--- config.mk ---
export PLATFORM = sky130hd
export DESIGN_NAME = tbljmp_unit
export DESIGN_NICKNAME = d
export VERILOG_FILES = /design/src/rtl/tj_pkg.sv /design/src/rtl/tj_decode.sv /design/src/rtl/tj_addr.sv /design/src/rtl/tj_csr.sv /design/src/rtl/tbljmp_unit.sv
export SDC_FILE = /design/constraint.sdc
export NUM_CORES = 1
export LEC_CHECK = 0
export BUFFER_PORTS_ARGS = -buffer_cell sky130_fd_sc_hd__clkbuf_2
export CORE_AREA = 3 3 161 163
export DETAILED_ROUTE_END_ITERATION = 8
export DIE_AREA = 0 0 164 166
export GPL_ROUTABILITY_DRIVEN = 0
export HOLD_SLACK_MARGIN = 0.06
export SYNTH_ARGS = -nofsm -noshare
export SYNTH_HDL_FRONTEND = slang
export SYNTH_SLANG_ARGS = --single-unit
--- constraint.sdc ---
create_clock -name clk -period 4.39 [get_ports clk]
set_input_delay 0.439 -clock clk [delete_from_list [all_inputs] [get_ports clk]]
set_output_delay 0.439 -clock clk [all_outputs]
set_load 0.02 [all_outputs]
--- src/rtl/tj_pkg.sv ---
package tj_pkg;
    typedef enum logic {ST_IDLE, ST_FETCH} tj_state_e;

    localparam logic [4:0]  CAUSE_ILLEGAL   = 5'd2;
    localparam logic [4:0]  CAUSE_TBL_FAULT = 5'd1;
    localparam logic [11:0] CSR_TBL_ADDR    = 12'h017;
    localparam int          MODE_BITS       = 6;
    localparam int          LINK_FIRST_IDX  = 32;
    localparam logic [4:0]  LINK_REG        = 5'd1;
endpackage

--- src/rtl/tj_decode.sv ---
module tj_decode (
    input  logic [15:0] word,
    output logic        hit,
    output logic [7:0]  idx,
    output logic        link
);
    always_comb begin
        hit  = (word[15:13] == 3'b101) && (word[12:10] == 3'b000) && (word[1:0] == 2'b10);
        idx  = word[9:2];
        link = (int'(word[9:2]) >= tj_pkg::LINK_FIRST_IDX);
    end
endmodule

--- src/rtl/tj_addr.sv ---
module tj_addr #(
    parameter int XLEN = 32
) (
    input  logic [XLEN-1:0] tbl_reg,
    input  logic [7:0]      idx,
    output logic [XLEN-1:0] addr,
    output logic            mode_bad
);
    localparam int MB = tj_pkg::MODE_BITS;
    logic [XLEN-1:0] base;
    logic [XLEN-1:0] offs;

    always_comb begin
        base     = {tbl_reg[XLEN-1:MB], {MB{1'b0}}};
        mode_bad = |tbl_reg[MB-1:0];
    end

    generate
        if (XLEN == 64) begin : g_dword
            always_comb offs = {{(XLEN-11){1'b0}}, idx, 3'b000};
        end else begin : g_word
            always_comb offs = {{(XLEN-10){1'b0}}, idx, 2'b00};
        end
    endgenerate

    always_comb addr = base + offs;
endmodule

--- src/rtl/tj_csr.sv ---
module tj_csr #(
    parameter int XLEN    = 32,
    parameter bit PRIV_EN = 1'b1
) (
    input  logic            clk,
    input  logic            rst_n,
    input  logic            ext_en,
    input  logic            se_grant,
    input  logic [4:0]      se_cause,
    input  logic            req,
    input  logic            we,
    input  logic [11:0]     addr,
    input  logic [XLEN-1:0] wdata,
    output logic            rvalid,
    output logic [XLEN-1:0] rdata,
    output logic            err,
    output logic [4:0]      cause,
    output logic [XLEN-1:0] value
);
    typedef struct packed {
        logic [XLEN-1:0] value;
        logic            rvalid;
        logic [XLEN-1:0] rdata;
        logic            err;
        logic [4:0]      cause;
    } csr_t;

    csr_t r_q, r_d;

    always_comb begin
        r_d        = r_q;
        r_d.rvalid = 1'b0;
        if (req && addr == tj_pkg::CSR_TBL_ADDR) begin
            r_d.rvalid = 1'b1;
            if (!ext_en) begin
                r_d.err   = 1'b1;
                r_d.cause = tj_pkg::CAUSE_ILLEGAL;
                r_d.rdata = '0;
            end else if (PRIV_EN && !se_grant) begin
                r_d.err   = 1'b1;
                r_d.cause = se_cause;
                r_d.rdata = '0;
            end else begin
                r_d.err   = 1'b0;
                r_d.cause = '0;
                r_d.rdata = r_q.value;
                if (we) r_d.value = wdata;
            end
        end
    end

    always_ff @(posedge clk or negedge rst_n) begin
        if (!rst_n) r_q <= '0;
        else        r_q <= r_d;
    end

    assign rvalid = r_q.rvalid;
    assign rdata  = r_q.rdata;
    assign err    = r_q.err;
    assign cause  = r_q.cause;
    assign value  = r_q.value;
endmodule

--- src/rtl/tbljmp_unit.sv ---
module tbljmp_unit #(
    parameter int XLEN    = 32,
    parameter bit PRIV_EN = 1'b1
) (
    input  logic            clk,
    input  logic            rst_n,
    input  logic            ext_en,
    input  logic            se_grant,
    input  logic [4:0]      se_cause,
    input  logic            ins_valid,
    input  logic [15:0]     ins_word,
    input  logic [XLEN-1:0] ins_pc,
    output logic            ins_ready,
    input  logic            csr_req,
    input  logic            csr_we,
    input  logic [11:0]     csr_addr,
    input  logic [XLEN-1:0] csr_wdata,
    output logic            csr_rvalid,
    output logic [XLEN-1:0] csr_rdata,
    output logic            csr_err,
    output logic [4:0]      csr_cause,
    output logic            mem_req,
    output logic [XLEN-1:0] mem_addr,
    input  logic            mem_ack,
    input  logic [XLEN-1:0] mem_rdata,
    input  logic            mem_fault,
    output logic            rf_we,
    output logic [4:0]      rf_waddr,
    output logic [XLEN-1:0] rf_wdata,
    output logic            redir_valid,
    output logic [XLEN-1:0] redir_pc,
    output logic            exc_valid,
    output logic [4:0]      exc_cause
);
    import tj_pkg::*;

    typedef struct packed {
        tj_state_e       st;
        logic            req;
        logic [XLEN-1:0] addr;
        logic            link;
        logic [XLEN-1:0] ret;
        logic            redir_v;
        logic [XLEN-1:0] redir_pc;
        logic            rf_we;
        logic            exc_v;
        logic [4:0]      exc_cause;
    } ctl_t;

    ctl_t r_q, r_d;

    logic            dec_hit, dec_link, mode_bad;
    logic [7:0]      dec_idx;
    logic [XLEN-1:0] tbl_reg, tbl_addr;

    tj_decode u_dec (
        .word (ins_word),
        .hit  (dec_hit),
        .idx  (dec_idx),
        .link (dec_link)
    );

    tj_addr #(.XLEN(XLEN)) u_addr (
        .tbl_reg  (tbl_reg),
        .idx      (dec_idx),
        .addr     (tbl_addr),
        .mode_bad (mode_bad)
    );

    tj_csr #(.XLEN(XLEN), .PRIV_EN(PRIV_EN)) u_csr (
        .clk      (clk),
        .rst_n    (rst_n),
        .ext_en   (ext_en),
        .se_grant (se_grant),
        .se_cause (se_cause),
        .req      (csr_req),
        .we       (csr_we),
        .addr     (csr_addr),
        .wdata    (csr_wdata),
        .rvalid   (csr_rvalid),
        .rdata    (csr_rdata),
        .err      (csr_err),
        .cause    (csr_cause),
        .value    (tbl_reg)
    );

    always_comb begin
        r_d         = r_q;
        r_d.redir_v = 1'b0;
        r_d.rf_we   = 1'b0;
        r_d.exc_v   = 1'b0;
        unique case (r_q.st)
            ST_IDLE: begin
                if (ins_valid && dec_hit) begin
                    if (!ext_en) begin
                        r_d.exc_v     = 1'b1;
                        r_d.exc_cause = CAUSE_ILLEGAL;
                    end else if (PRIV_EN && !se_grant) begin
                        r_d.exc_v     = 1'b1;
                        r_d.exc_cause = se_cause;
                    end else if (mode_bad) begin
                        r_d.exc_v     = 1'b1;
                        r_d.exc_cause = CAUSE_ILLEGAL;
                    end else begin
                        r_d.st   = ST_FETCH;
                        r_d.req  = 1'b1;
                        r_d.addr = tbl_addr;
                        r_d.link = dec_link;
                        r_d.ret  = ins_pc + XLEN'(2);
                    end
                end
            end
            ST_FETCH: begin
                if (mem_ack) begin
                    r_d.st  = ST_IDLE;
                    r_d.req = 1'b0;
                    if (mem_fault) begin
                        r_d.exc_v     = 1'b1;
                        r_d.exc_cause = CAUSE_TBL_FAULT;
                    end else begin
                        r_d.redir_v  = 1'b1;
                        r_d.redir_pc = {mem_rdata[XLEN-1:1], 1'b0};
                        r_d.rf_we    = r_q.link;
                    end
                end
            end
            default: r_d.st = ST_IDLE;
        endcase
    end

    always_ff @(posedge clk or negedge rst_n) begin
        if (!rst_n) r_q <= '0;
        else        r_q <= r_d;
    end

    assign ins_ready   = (r_q.st == ST_IDLE);
    assign mem_req     = r_q.req;
    assign mem_addr    = r_q.addr;
    assign rf_we       = r_q.rf_we;
    assign rf_waddr    = LINK_REG;
    assign rf_wdata    = r_q.ret;
    assign redir_valid = r_q.redir_v;
    assign redir_pc    = r_q.redir_pc;
    assign exc_valid   = r_q.exc_v;
    assign exc_cause   = r_q.exc_cause;
endmodule

== After elaboration in Yosys (flattened, before gate mapping) ==
Cells that the tools add are included.

* Output and inout bits: 150
* Latch bits: 0
* Register bits after elaboration: 177
* Memory bits (writable): 0
* ROM bits: 0
* Input bits: 138
* Memories: 0

* Div/mod/pow operators: 0
* $add $sub $neg: 2
* Multiply operators: 0
* Shift-type cells: 0
* Bitwise operators: 3
* Order comparisons: 1
* Mux-type cells: 18
* Equal/unequal tests: 10
* Reductions and logical operators: 11

{| class="wikitable"
|+ Operators by type and width
! operator !! number
|-
| $mux W67 || 4
|-
| $mux W38 || 2
|-
| $mux W34 || 2
|-
| $mux W40 || 1
|-
| $mux W39 || 1
|-
| $add A32 B10 Y32 || 1
|-
| $add A32 B2 Y32 const B || 1
|-
| $mux W6 || 5
|-
| $eq A12 B5 Y1 const B || 1
|-
| $pmux W6 S2 || 1
|-
| $ne A2 B2 Y1 const B || 5
|-
| $reduce_and A5 Y1 || 2
|-
| $ge A8 B6 Y1 const B || 1
|-
| $reduce_and A4 Y1 || 2
|-
| $reduce_or A6 Y1 || 1
|-
| $logic_and A1 B1 Y1 || 4
|-
| $ne A4 B3 Y1 const B || 1
|-
| $pmux W2 S2 || 1
|-
| $eq A3 B3 Y1 const B || 1
|-
| $logic_not A3 Y1 || 1
|-
| $not A1 Y1 || 3
|-
| $reduce_and A3 Y1 || 1
|-
| $eq A2 B2 Y1 const B || 1
|-
| $mux W2 || 1
|-
| $ne A2 B1 Y1 const B || 1
|}

== Depth between registers and ports, before layout ==
Gate-level depths: netlist of the first run.

* Depth in word-level cells: 6
* Mapped depth: 9

== Modules after synthesis ==
From an unflattened synthesis of the first run, not the netlist that was laid out.

* Cells, all modules: 882
* Area total of the unflattened synthesis: 8986.1 sq um

{| class="wikitable"
|+ By module, submodules not included
! module !! seq. area each (sq um) !! area each (sq um) !! cells each !! instances
|-
| tbljmp_unit || 2652.5 || 5287.6 || 535 || 1
|-
| tj_csr || 1776.7 || 2955.3 || 241 || 1
|-
| tj_addr || 0.0 || 653.1 || 94 || 1
|-
| tj_decode || 0.0 || 90.1 || 12 || 1
|}

== Worst setup path after synthesis of the first run ==
OpenSTA, ideal clock, no wires.

* Path type: input -> register
* Start point: input ins_word[6]
* End point: register r_q, in the netlist mem_addr[22]
* Data arrival time: 2.093 ns
* Cell stages on the path: 9
* Slack: 2.165 ns
* Setup time: 0.132 ns
* Cells stage by stage: ha_1 -> inv_1 -> fa_1 -> nor2b_1 -> o21ai_1 -> buf_2 -> a2111oi_0 -> xnor2_1 -> o21ai_1

* Word-level cells in the longest chain between the ends: 1

{| class="wikitable"
|+ Ends and longest elaborated chain
! item !! line !! source
|-
| from (decl) || tbljmp_unit.sv:11 || <nowiki>input logic [15:0] ins_word,</nowiki>
|-
| $add A32 B10 Y32 || tj_addr.sv:26 || <nowiki>always_comb addr = base + offs;</nowiki>
|-
| to (signal assigned) || tbljmp_unit.sv:133 || <nowiki>else r_q <= r_d;</nowiki>
|-
| to (decl) || tbljmp_unit.sv:50 || <nowiki>ctl_t r_q, r_d;</nowiki>
|}

No other way between the ends.
A chain may end at the register's enable or synchronous reset.

== Worst setup path after layout of the first run ==
* Start point: register u_csr.r_q, in the netlist u_csr.value[1]
* End point: register r_q, in the netlist rf_wdata[22]

* Word-level cells in the longest chain between the ends: 3

{| class="wikitable"
|+ Ends and longest elaborated chain
! item !! line !! source
|-
| from (decl) || tj_csr.sv:28 || <nowiki>csr_t r_q, r_d;</nowiki>
|-
| from (signal assigned) || tj_csr.sv:54 || <nowiki>else r_q <= r_d;</nowiki>
|-
| $reduce_or A6 Y1 || tj_addr.sv:15 || <nowiki>mode_bad = |tbl_reg[MB-1:0];</nowiki>
|-
| $not A1 Y1 (no source line) || - ||
|-
| $reduce_and A5 Y1 (no source line) || - ||
|}

No other way between the ends.

==> qor.yml, run 1 <==
status:
  outcome: "complete, no violations"
sta:
  fmax_mhz: 375
  hold_ws_ps: 202
  finalMaxSlewViolations: 0
  worst_slack_ps: 1730
  hold_violations: 0
  rsz0062_at_grt: "no"
  tns_ps: 0
  relSlewSlack_pct: 33.0
  period_share_pct: 60.7
  finalSetupViolations: 0
  tightestPinTransition_ps: 1000
  fin_skew_ps: 14.3
  min_period_ps: 2660
place:
  dpl-instance-area_sq_mm: 0.00949
  dp_slack_ps: 1760
  io_buffers: 278
  hpwl_mm: 15.6
global_route:
  grt_start_max_net_pins: 95
  grt.total_usage_pct: 15.3
  gr-total-overflow: 0
  grt_pass1_vias: 6089
  grt_pass1_wl_mm: 33.3
  antenna_found_initial: 0
synthesis:
  synth-seq-cells: 175
  syn_area_per_cell_sq_um: 10.2
  ys_types: 52
  synth_area_sq_mm: 0.00858
  syn_inst: 838
  ys_warn_count: 0
  ys_seq_area_share_pct: 51.1
setup_path:
  path_max_fanout: 84
  critPathCaptureType: "register"
  rrSetupSlack_ps: 1730
  r2r_end: "rf_wdata[22]"
  crit_start: "u_csr.value[1]"
  cp_top_family: "simple AND/OR/NAND/NOR gates"
  path_class: "reg -> reg"
  worstPathRequired_ps: 4680
  crit_path_end: "rf_wdata[22]"
  reg2reg_from: "u_csr.value[1]"
  cp_num_buf_inv: 1
  worstPathArrival_ps: 2950
  cp.depth: 6
  max_stage_delay_ps: 590
  crit_chain: "or4_1, nor4_4, nand2_4, buf_4, nand2_1, o21ai_1"
  ff2ff_path_depth: 6
  critical-path-slowest-cell: "or4_1"
  start_kind: "register"
floorplan:
  start_util_pct: 35.1
  die_area_sq_mm: 0.0272
  ios: 288
  die_h_um: 166
  core_sq_mm: 0.0245
  die_x_um: 164
  num_rows: 57
cells_and_area:
  antenna_cells: 0
  num-nets-final: 1148
  final_area_sq_mm: 0.0101
  drive_above_1_share_pct: 38.9
  synthToLayoutAreaGrowth_pct: 17.8
  finish.utilization_pct: 41.3
pwr:
  p_leak_nw: 5.02
  ir_worst_vdd_uv: 174
  power_density_mw_per_mm2: 343
clocking:
  cts.path.max_buffers: 2
  root_buffer: "clkbuf_16"
  cts_setup_buffers: 0
  numCtsBuffers: 17
  clkTransAtPathRegs_ps: 80
  htree_levels: 4
  clock_sink_count: 175
  clk-insertion-delay-late_ps: 430
  cts_tree: "done"
  cts.repair.resized: 0
routing:
  drtIter0Drc: 351
  drt_first_pass_iters: 4
  vias_per_cell: 4.58
  drt-total-wl_mm: 20.9
  drc_errors: 0
  ant_nets: 0
  wl_per_cell_um: 15.6
  via_count: 6136
worst_hold_path:
  hold_path_class: "in -> reg"
  min-delay-start: "ins_pc[0]"
flow_run:
  drv_cap: 0
[power breakdown]
group	leakage [nW]	total (W)	switching (W)	internal, W
combinational	2.30	0.000245	0.000146	0.0000988
clock	0.299	0.00157	0.000738	0.000833
sequential	2.41	0.00165	0.0000123	0.00164
total	5.02	0.00346	0.000896	0.00257
[Yosys cell counts (all sizes together)]
cell | number | area [sq um]
mux2 | 60 | 676
a32o | 3 | 30.0
nor4b | 1 | 8.76
nor3b | 1 | 7.51
conb | 2 | 7.51
and4 | 4 | 37.5
nand2 | 175 | 664
nand4b | 3 | 26.3
nand4 | 10 | 68.8
xnor2 | 30 | 263
xor2 | 23 | 201
ha | 5 | 62.6
o21ai | 98 | 494
dfrtp | 175 | 4380
nor2 | 7 | 28.8
nor4 | 8 | 86.3
a2111oi | 2 | 17.5
nor3 | 10 | 50.1
and2 | 5 | 31.3
or4 | 3 | 30.0
inv | 12 | 45.0
and3 | 6 | 40.0
nand2b | 2 | 12.5
nor2b | 3 | 18.8
nor4bb | 2 | 20.0
o31ai | 3 | 22.5
nand3 | 24 | 125
buf | 123 | 906
a211oi | 6 | 60.1
clkbuf | 22 | 82.6
fa | 1 | 20.0
o211ai | 1 | 7.51
a21o | 2 | 15.0
a21oi | 5 | 25.0
or2 | 1 | 6.26
[state kept, by name, indices dropped and copies added (netlist names), 2 cells and up]
register	flops
exc_cause	5
mem_addr	30
r_q	2
redir_pc	31
rf_wdata	32
u_csr.cause	5
u_csr.rdata	32
u_csr.value	32
[area by class of cell]
cell class / instances / area (sq um)
clock buffers: 18 / 439
clock inverters: 14 / 165
fillers: 2408 / 14400
inverters: 12 / 45.0
multi-input cells: 512 / 3190
flip-flops and latches: 175 / 4380
well taps: 324 / 405
repair buffers: 286 / 1480
[cells in the final DEF, fill, tap and decap left out, types with 3 or more instances in the layout]
cell	instances
nand4b_1	3
conb_1	8
dfrtp_1	175
o31ai_1	3
xnor2_1	30
xor2_1	23
a211oi_1	3
o21ai_0	41
nand2_1	174
a211oi_2	3
nand3_1	23
clkbuf_16	17
inv_1	12
and3_1	4
inv_8	4
o21ai_1	56
a21oi_1	5
and2_1	4
buf_4	6
a32o_1	3
nor2_1	5
nor3_1	10
nor2b_1	3
nand4_1	9
inv_6	5
clkbuf_2	277
nor4_1	5
mux2_2	60
ha_1	5
[worst min-delay path, delay by kind of cell]
family | cells | cell delay [ps]
AND/OR/NAND/NOR | 2 | 80
buffers and inverters | 1 | 80
[worst min path at each step]
stage                      endpoint  slack (ps)  cells past startpoint
global placement    u_csr.rdata[15]         460                      2
floorplan              exc_cause[0]         140                      0
detailed placement      rf_wdata[0]         460                      2
finish                  rf_wdata[0]         200                      3
CTS                     rf_wdata[0]         180                      3
global route            mem_addr[2]         190                      3
[timing repair]
action / 4_1_cts / 5_1_grt
endpoints found under the setup margin: 0 / 0
hold endpoints to repair: 3 / 0
hold buffers: 1 / 0
[through the flow]
stage	std cells	power [W]
after global placement	1308	0.00193
after global routing	1341	0.00363
after floorplan	844	0.00182
after detailed placement	1308	0.00193
after CTS	1341	0.00353
final	1341	0.00346
[layer usage]
metal,share of wire (%),global-route usage (%),up-vias
met2,47,24.6,200
met5,0,0,-
met1,45,20.1,2888
met4,1.2,4.01,0
li1,-,-,3032
met3,7.2,4.71,16
[logic make-up (layout without fill, tap and decap cells)]
logic type | count (synthesis) | count (layout) | share of synthesized area [%]
AOI/OAI and AO/OA | 120 | 120 | 7.83
other | 2 | 8 | 0.0876
muxes | 60 | 60 | 7.88
buffers and inverters | 157 | 330 | 12.0
and+or+nand+nor | 265 | 265 | 14.7
adders and majority gates | 6 | 6 | 0.963
DFF | 175 | 175 | 51.1
xor gates and xnor gates | 53 | 53 | 5.41
Note: power is estimated with default switching activity, not from simulation.
==> inputs of run 2 (changes only) <==
==> constraint.sdc (replaced) <==
create_clock -name clk -period 2.22 [get_ports clk]
set_input_delay 0.222 -clock clk [delete_from_list [all_inputs] [get_ports clk]]
set_output_delay 0.222 -clock clk [all_outputs]
set_load 0.02 [all_outputs]
==> run 2 against run 1 <==
Net effect: global-route usage is 0.54 points higher; critical endpoint is now rf_wdata[24]; design area increased by 9.0%; power increased by 100%.
==> qor.yml, run 2 (same netlist as run 1, synthesis figures left out) <==
routing:
  drt_first_pass_iters: 6  # +2
  vias_per_cell: 4.51  # -1.4%
  drc_errors: 0  # unchanged
  wl_per_cell_um: 15.0  # -3.7%
  ant_nets: 0  # unchanged
  drt-total-wl_mm: 21.5  # +2.7%
  via_count: 6451  # +5.1%
  drtIter0Drc: 335  # -4.6%
worst_hold_path:
  hold_path_class: "in -> reg"
setup_path:
  worstPathArrival_ps: 2420  # -530 ps
  critical-path-slowest-cell: "or4_1"
  cp_num_buf_inv: 1  # unchanged
  start_kind: "register"
  max_stage_delay_ps: 590  # about the same
  crit_chain: "or4_1, nor4_4, nand2_4, buf_12, nand2_1, o21ai_1"
  cp_top_family: "simple AND/OR/NAND/NOR gates"
  path_max_fanout: 54  # -36%
  path_class: "reg -> reg"
  worstPathRequired_ps: 2520  # -2160 ps
  critPathCaptureType: "register"
global_route:
  grt.total_usage_pct: 15.9  # +0.54 points
  grt_pass1_wl_mm: 34.8  # +4.4%
  grt_start_max_net_pins: 64  # -33%
  grt_pass1_vias: 6483  # +6.5%
  gr-total-overflow: 0  # unchanged
  antenna_found_initial: 0  # unchanged
sta:
  finalMaxSlewViolations: 0  # unchanged
  tns_ps: 0  # unchanged
  hold_violations: 0  # unchanged
  min_period_ps: 2120  # -544 ps
  tightestPinTransition_ps: 582  # -421 ps
  rsz0062_at_grt: "no"
  fin_skew_ps: 13.8  # -0.485 ps
  fmax_mhz: 471  # +26%
  finalSetupViolations: 0  # unchanged
  relSlewSlack_pct: 61.1  # +28 points
  period_share_pct: 95.5  # +35 points
pwr:
  ir_worst_vdd_uv: 379  # +120%
  p_leak_nw: 5.41  # +7.9%
  total_power_w: 0.00692  # +100%
  power_density_mw_per_mm2: 628  # +83%
clocking:
  numCtsBuffers: 17  # unchanged
  htree_levels: 4  # unchanged
  cts_setup_buffers: 0  # unchanged
  clkTransAtPathRegs_ps: 80  # about the same
  root_buffer: "clkbuf_16"
  cts.path.max_buffers: 2  # unchanged
  clk-insertion-delay-late_ps: 420  # about the same
  clock_sink_count: 175  # unchanged
  cts_tree: "done"
cells_and_area:
  final_common_cell: "clkbuf_2"
  num-nets-final: 1237  # +7.8%
  antenna_cells: 0  # unchanged
  layout_common_cells: "clkbuf_2 (277), dfrtp_1 (175), nand2_1 (174), dlygate4sd3_1 (76), mux2_2 (60)"
  drive_above_1_share_pct: 37.3  # -1.6 points
  synthToLayoutAreaGrowth_pct: 28.4
  fillers: 2342  # -2.7%
floorplan:
  die_area_sq_mm: 0.0272  # unchanged
  die_x_um: 164  # unchanged
  ios: 288  # unchanged
  die_h_um: 166  # unchanged
  num_rows: 57  # unchanged
  core_sq_mm: 0.0245  # unchanged
  start_util_pct: 35.1  # unchanged
place:
  io_buffers: 278  # unchanged
  hpwl_mm: 16.0  # +2.2%
flow_run:
  drv_cap: 0  # unchanged
status:
  outcome: "complete, no violations"
==> run 2: cell types whose count changed in the layout (fill, tap and decap cells not counted), sizes merged <==
cell,delta
dlygate4sd3,+75
buf,+14
clkbuf,-1
inv,+1
==> run 2: area by class of cell <==
class                           count  area (sq um)  area share [%]
Sequential cell                   175          4380            39.8
Multi-Input combinational cell    512          3210            29.2
Timing Repair Buffer              375          2380            21.6
Clock buffer                       17           425            3.86
Tap cell                          324           405            3.68
Clock inverter                     15           163            1.48
Inverter                           12          45.0           0.409
==> run 2: where the power goes <==
part / internal, W / switching [W] / total (W)
clock: 0.00161 / 0.00144 / 0.00305
sequential: 0.00324 / 0.0000249 / 0.00326
combinational: 0.000289 / 0.000314 / 0.000604
total: 0.00513 / 0.00178 / 0.00692
==> run 2: metrics by stage <==
step                std cells  hold WS (ps)  cell area (sq um)  worst slack [ps]  util (%)
floorplan                 844         -73.6               8600              82.9         -
global placement         1322           267               9640              85.3      39.4
detailed placement       1322           264               9640              45.9      39.4
CTS                      1430          70.2              11000              21.4      44.9
global route             1430          87.1              11000              3.71      45.0
finish                   1430          97.4              11000              98.9      45.0
==> run 2: worst min-delay path: cells and delay by family <==
family                    cells  cell delay [ps]
xor gates and xnor gates      1               70
AOI/OAI and AO/OA             1              100
buffers and inverters         1               90
==> run 2: timing repair <==
action                                  4_1_cts  5_1_grt
resized for setup                             0        5
hold endpoints to repair                    136        0
hold buffers                                 76        0
endpoints found under the setup margin        0        2
==> run 2: path summary, 6_finish.rpt <==
path | start | endpoint | slack, ps | cells after the start
min in group asynchronous | rst_n | rf_wdata[11] | 360 | 2
worst max-delay path | u_csr.value[1] | rf_wdata[24] | 100 | 6
worst max register to register | u_csr.value[1] | rf_wdata[24] | 100 | 6
worst min-delay path | ins_pc[31] | rf_wdata[31] | 100 | 3
worst min register to register | mem_addr[5] | mem_addr[5] | 480 | 2
max in group asynchronous | rst_n | u_csr.rdata[6] | 1120 | 3
==> run 2: layer usage <==
metal  track usage (%)  vias to the layer above  wire [um]
met4              3.64                        0        176
met2              26.6                      194      10400
li1                  -                     3223          -
met5                 0                        -          0
met1              20.7                     3021       9550
met3              3.99                       13       1310
==> inputs of run 3 (changes only) <==
--- a/config.mk
+++ b/config.mk
@@ -5,10 +5,11 @@
 export SDC_FILE = /design/constraint.sdc
 export NUM_CORES = 1
 export LEC_CHECK = 0
+export ABC_AREA = 1
 export BUFFER_PORTS_ARGS = -buffer_cell sky130_fd_sc_hd__clkbuf_2
-export CORE_AREA = 3 3 161 163
+export CORE_AREA = 3 3 168 170
 export DETAILED_ROUTE_END_ITERATION = 8
-export DIE_AREA = 0 0 164 166
+export DIE_AREA = 0 0 171 173
 export GPL_ROUTABILITY_DRIVEN = 0
 export HOLD_SLACK_MARGIN = 0.06
 export SYNTH_ARGS = -nofsm -noshare
==> run 3 against run 2 <==
Net effect: combinational power grew 9.9%; hold slack worse by 19 ps; fmax increased by 4.8%; area after synthesis increased by 9.7%; largest power group unchanged.
==> qor.yml, run 3 <==
status:
  outcome: "complete, no violations"
sta:
  worst_slack_ps: 196  # +97.0 ps
  tightestPinTransition_ps: 530  # -51.6 ps
  relSlewSlack_pct: 64.6  # +3.5 points
  fin_skew_ps: 9.76  # -4.08 ps
  min_period_ps: 2020  # -97.0 ps
  fmax_mhz: 494  # +4.8%
  finalSetupViolations: 0  # unchanged
  rsz0062_at_grt: "no"
  finalMaxSlewViolations: 0  # unchanged
  period_share_pct: 91.2  # -4.4 points
  tns_ps: 0  # unchanged
  hold_violations: 0  # unchanged
synthesis:
  ys_warn_count: 0  # unchanged
  synth-compound-area-share_pct: 6.38  # -1.5 points
  synth_top_family_by_area: "simple AND/OR/NAND/NOR gates"
  yosys.area_share.simple_pct: 30.1  # +15 points
  synth_area_sq_mm: 0.00941  # +9.7%
  synthMuxAreaShare_pct: 0  # -7.9 points
  ys_types: 34  # -35%
  synth.area.top_cells: "dfrtp_1 (47%), nand2_1 (18%), buf_4 (8.7%), nor2_1 (6.7%), inv_1 (3.3%)"
  synth_most_common_cell: "nand2_1"
  synth_edf_count: 0  # unchanged
  ys.flop_type: "dfrtp_1"
  yosys.area.top_type: "dfrtp_1"
  synth-seq-cells: 175  # unchanged
  syn_inst: 1232  # +47%
  syn_area_per_cell_sq_um: 7.64  # -25%
  yosysTopAreaCellShare_pct: 46.5  # -4.5 points
  synth_fa_ha_area_share_pct: 0.878  # -0.085 points
  async_reset_ff_share_pct: 100  # unchanged
  ys_seq_area_share_pct: 46.5  # -4.5 points
  synth_xor_area_share_pct: 1.95  # -3.5 points
  yosys-top-cells-count: "nand2_1 (448), dfrtp_1 (175), nor2_1 (167), buf_4 (109), inv_1 (83)"
setup_path:
  rrSetupSlack_ps: 200  # +100 ps
  critPathCaptureType: "register"
  path_max_fanout: 5  # -91%
  worstPathRequired_ps: 2530  # about the same
  worstPathArrival_ps: 2330  # -90 ps
  path_class: "reg -> reg"
  crit_path_end: "mem_addr[18]"
  reg2reg_from: "u_csr.value[6]"
  ff2ff_path_depth: 8  # +2
  start_kind: "register"
  crit_start: "u_csr.value[6]"
  r2r_end: "mem_addr[18]"
floorplan:
  die_area_sq_mm: 0.0296  # +8.7%
  start_util_pct: 35.0  # -0.048 points
  core_sq_mm: 0.0269  # +9.9%
  die_h_um: 173  # +4.2%
  die_x_um: 171  # +4.3%
  ios: 288  # unchanged
  num_rows: 60  # +5.3%
cells_and_area:
  drive_above_1_share_pct: 24.2  # -13 points
  layout_common_cells: "nand2_1 (448), clkbuf_2 (277), dfrtp_1 (175), nor2_1 (165), inv_1 (83)"
  final_common_cell: "nand2_1"
  synthToLayoutAreaGrowth_pct: 24.6
  num-nets-final: 1629  # +32%
pwr:
  power_density_mw_per_mm2: 588  # -6.4%
  seqPwrFrac_pct: 47.5  # +0.3 points
  p_int_w: 0.00502  # -2.2%
  p_leak_nw: 6.44  # +19%
  p_sw_w: 0.00188  # +5.4%
  netSwitchingFraction_pct: 27.2  # +1.5 points
  total_power_w: 0.00690  # -0.25%
  p_comb_share_pct: 9.6  # +0.9 points
  p_clk_share_pct: 42.9  # -1.2 points
  ir_worst_vdd_uv: 335  # -12%
clocking:
  clock_sink_count: 175  # unchanged
  cts_tree: "done"
  hold_buffers: 74  # -2.6%
  cts.repair.resized: 0  # unchanged
  clkTransAtPathRegs_ps: 70  # about the same
  clk-insertion-delay-late_ps: 430  # about the same
  cts_setup_buffers: 0  # unchanged
  htree_levels: 4  # unchanged
  numCtsBuffers: 17  # unchanged
  root_buffer: "clkbuf_16"
  cts.path.max_buffers: 2  # unchanged
routing:
  vias_per_cell: 4.54  # +0.54%
  via_count: 8345  # +29%
  drt-total-wl_mm: 27.1  # +26%
  wl_per_cell_um: 14.7  # -2.0%
  drc_errors: 0  # unchanged
  ant_nets: 0  # unchanged
  drt_first_pass_iters: 5  # -1
  drtIter0Drc: 512  # +53%
global_route:
  antenna_found_initial: 1  # +1
  grt_pass1_vias: 8294  # +28%
  grt.total_usage_pct: 18.2  # +2.3 points
  grt_start_max_net_pins: 70  # +9.4%
  gr-total-overflow: 0  # unchanged
  grt_pass1_wl_mm: 43.1  # +24%
place:
  hpwl_mm: 19.9  # +25%
  dp_slack_ps: 200  # +154 ps
  io_buffers: 278  # unchanged
worst_hold_path:
  hold_path_class: "in -> reg"
flow_run:
  drv_cap: 0  # unchanged
run 3: final cells by class:
| cell class | count | area, sq um |
|---|---|---|
| fill | 2718 | 15100 |
| sequential | 175 | 4380 |
| multi-input combinational | 837 | 3730 |
| timing repair buffer | 367 | 2290 |
| tap | 341 | 427 |
| clock buffer | 17 | 425 |
| inverter | 87 | 328 |
| clock inverter | 15 | 144 |
| antenna | 1 | 2.50 |
run 3: how the worst min path moves through the flow:
stage,end,cells past startpoint,startpoint
6_report,rf_wdata[1],2,ins_pc[1]
5_1_grt,rf_wdata[1],2,ins_pc[1]
4_1_cts,rf_wdata[1],2,ins_pc[1]
3_5_place_dp,u_csr.value[16],1,rst_n
3_3_place_gp,u_csr.value[16],1,rst_n
2_1_floorplan,exc_cause[0],0,rst_n
run 3: kinds of logic (layout without fill, tap and decap cells):
group	count (synthesis)	count (layout)
other	2	9
flip-flops	175	175
AO/OA/AOI/OAI	104	104
AND/OR/NAND/NOR	698	698
adder cells (fa/ha/maj)	6	6
XOR/XNOR	21	21
buffers and inverters	226	486
run 3: metrics by stage:
| step | instance area (sq um) | instances | hold WS [ps] | utilization [%] |
|---|---|---|---|---|
| 2_1_floorplan | 9430 | 1238 | -73.6 | - |
| 3_3_place_gp | 10400 | 1733 | 209 | 38.7 |
| 3_5_place_dp | 10400 | 1733 | 209 | 38.7 |
| 4_1_cts | 11700 | 1839 | 61.5 | 43.6 |
| 5_1_grt | 11700 | 1839 | 83.1 | 43.6 |
| 6_report | 11700 | 1840 | 78.2 | 43.6 |
run 3: power by group through the flow:
| stage | sequential [W] | combinational [W] | clock [W] |
|---|---|---|---|
| finish | 0.00328 | 0.000664 | 0.00296 |
| global route | 0.00328 | 0.000741 | 0.00319 |
| CTS | 0.00327 | 0.000669 | 0.00305 |
| detailed placement | 0.00334 | 0.000564 | 0 |
| global placement | 0.00334 | 0.000562 | 0 |
| floorplan | 0.00334 | 0.000318 | 0 |
run 3: per-layer routing:
layer | wire length, um | vias to the layer above | part of all wire [%] | GRT usage (%)
li1 | - | 4204 | - | -
met1 | 11800 | 3807 | 44 | 22.8
met2 | 12800 | 288 | 47 | 30.9
met3 | 1780 | 44 | 6.6 | 4.34
met4 | 612 | 2 | 2.3 | 5.94
met5 | 9 | - | 0.033 | 0
run 3: critical path: stages (launching register included):
cell and delay [ps]:
dfrtp_1 370, ha_1 230, inv_1 70, fa_1 410, o21ai_0 170, nand2_1 170, nor2_2 230, xnor2_1 170
a21oi_1 90
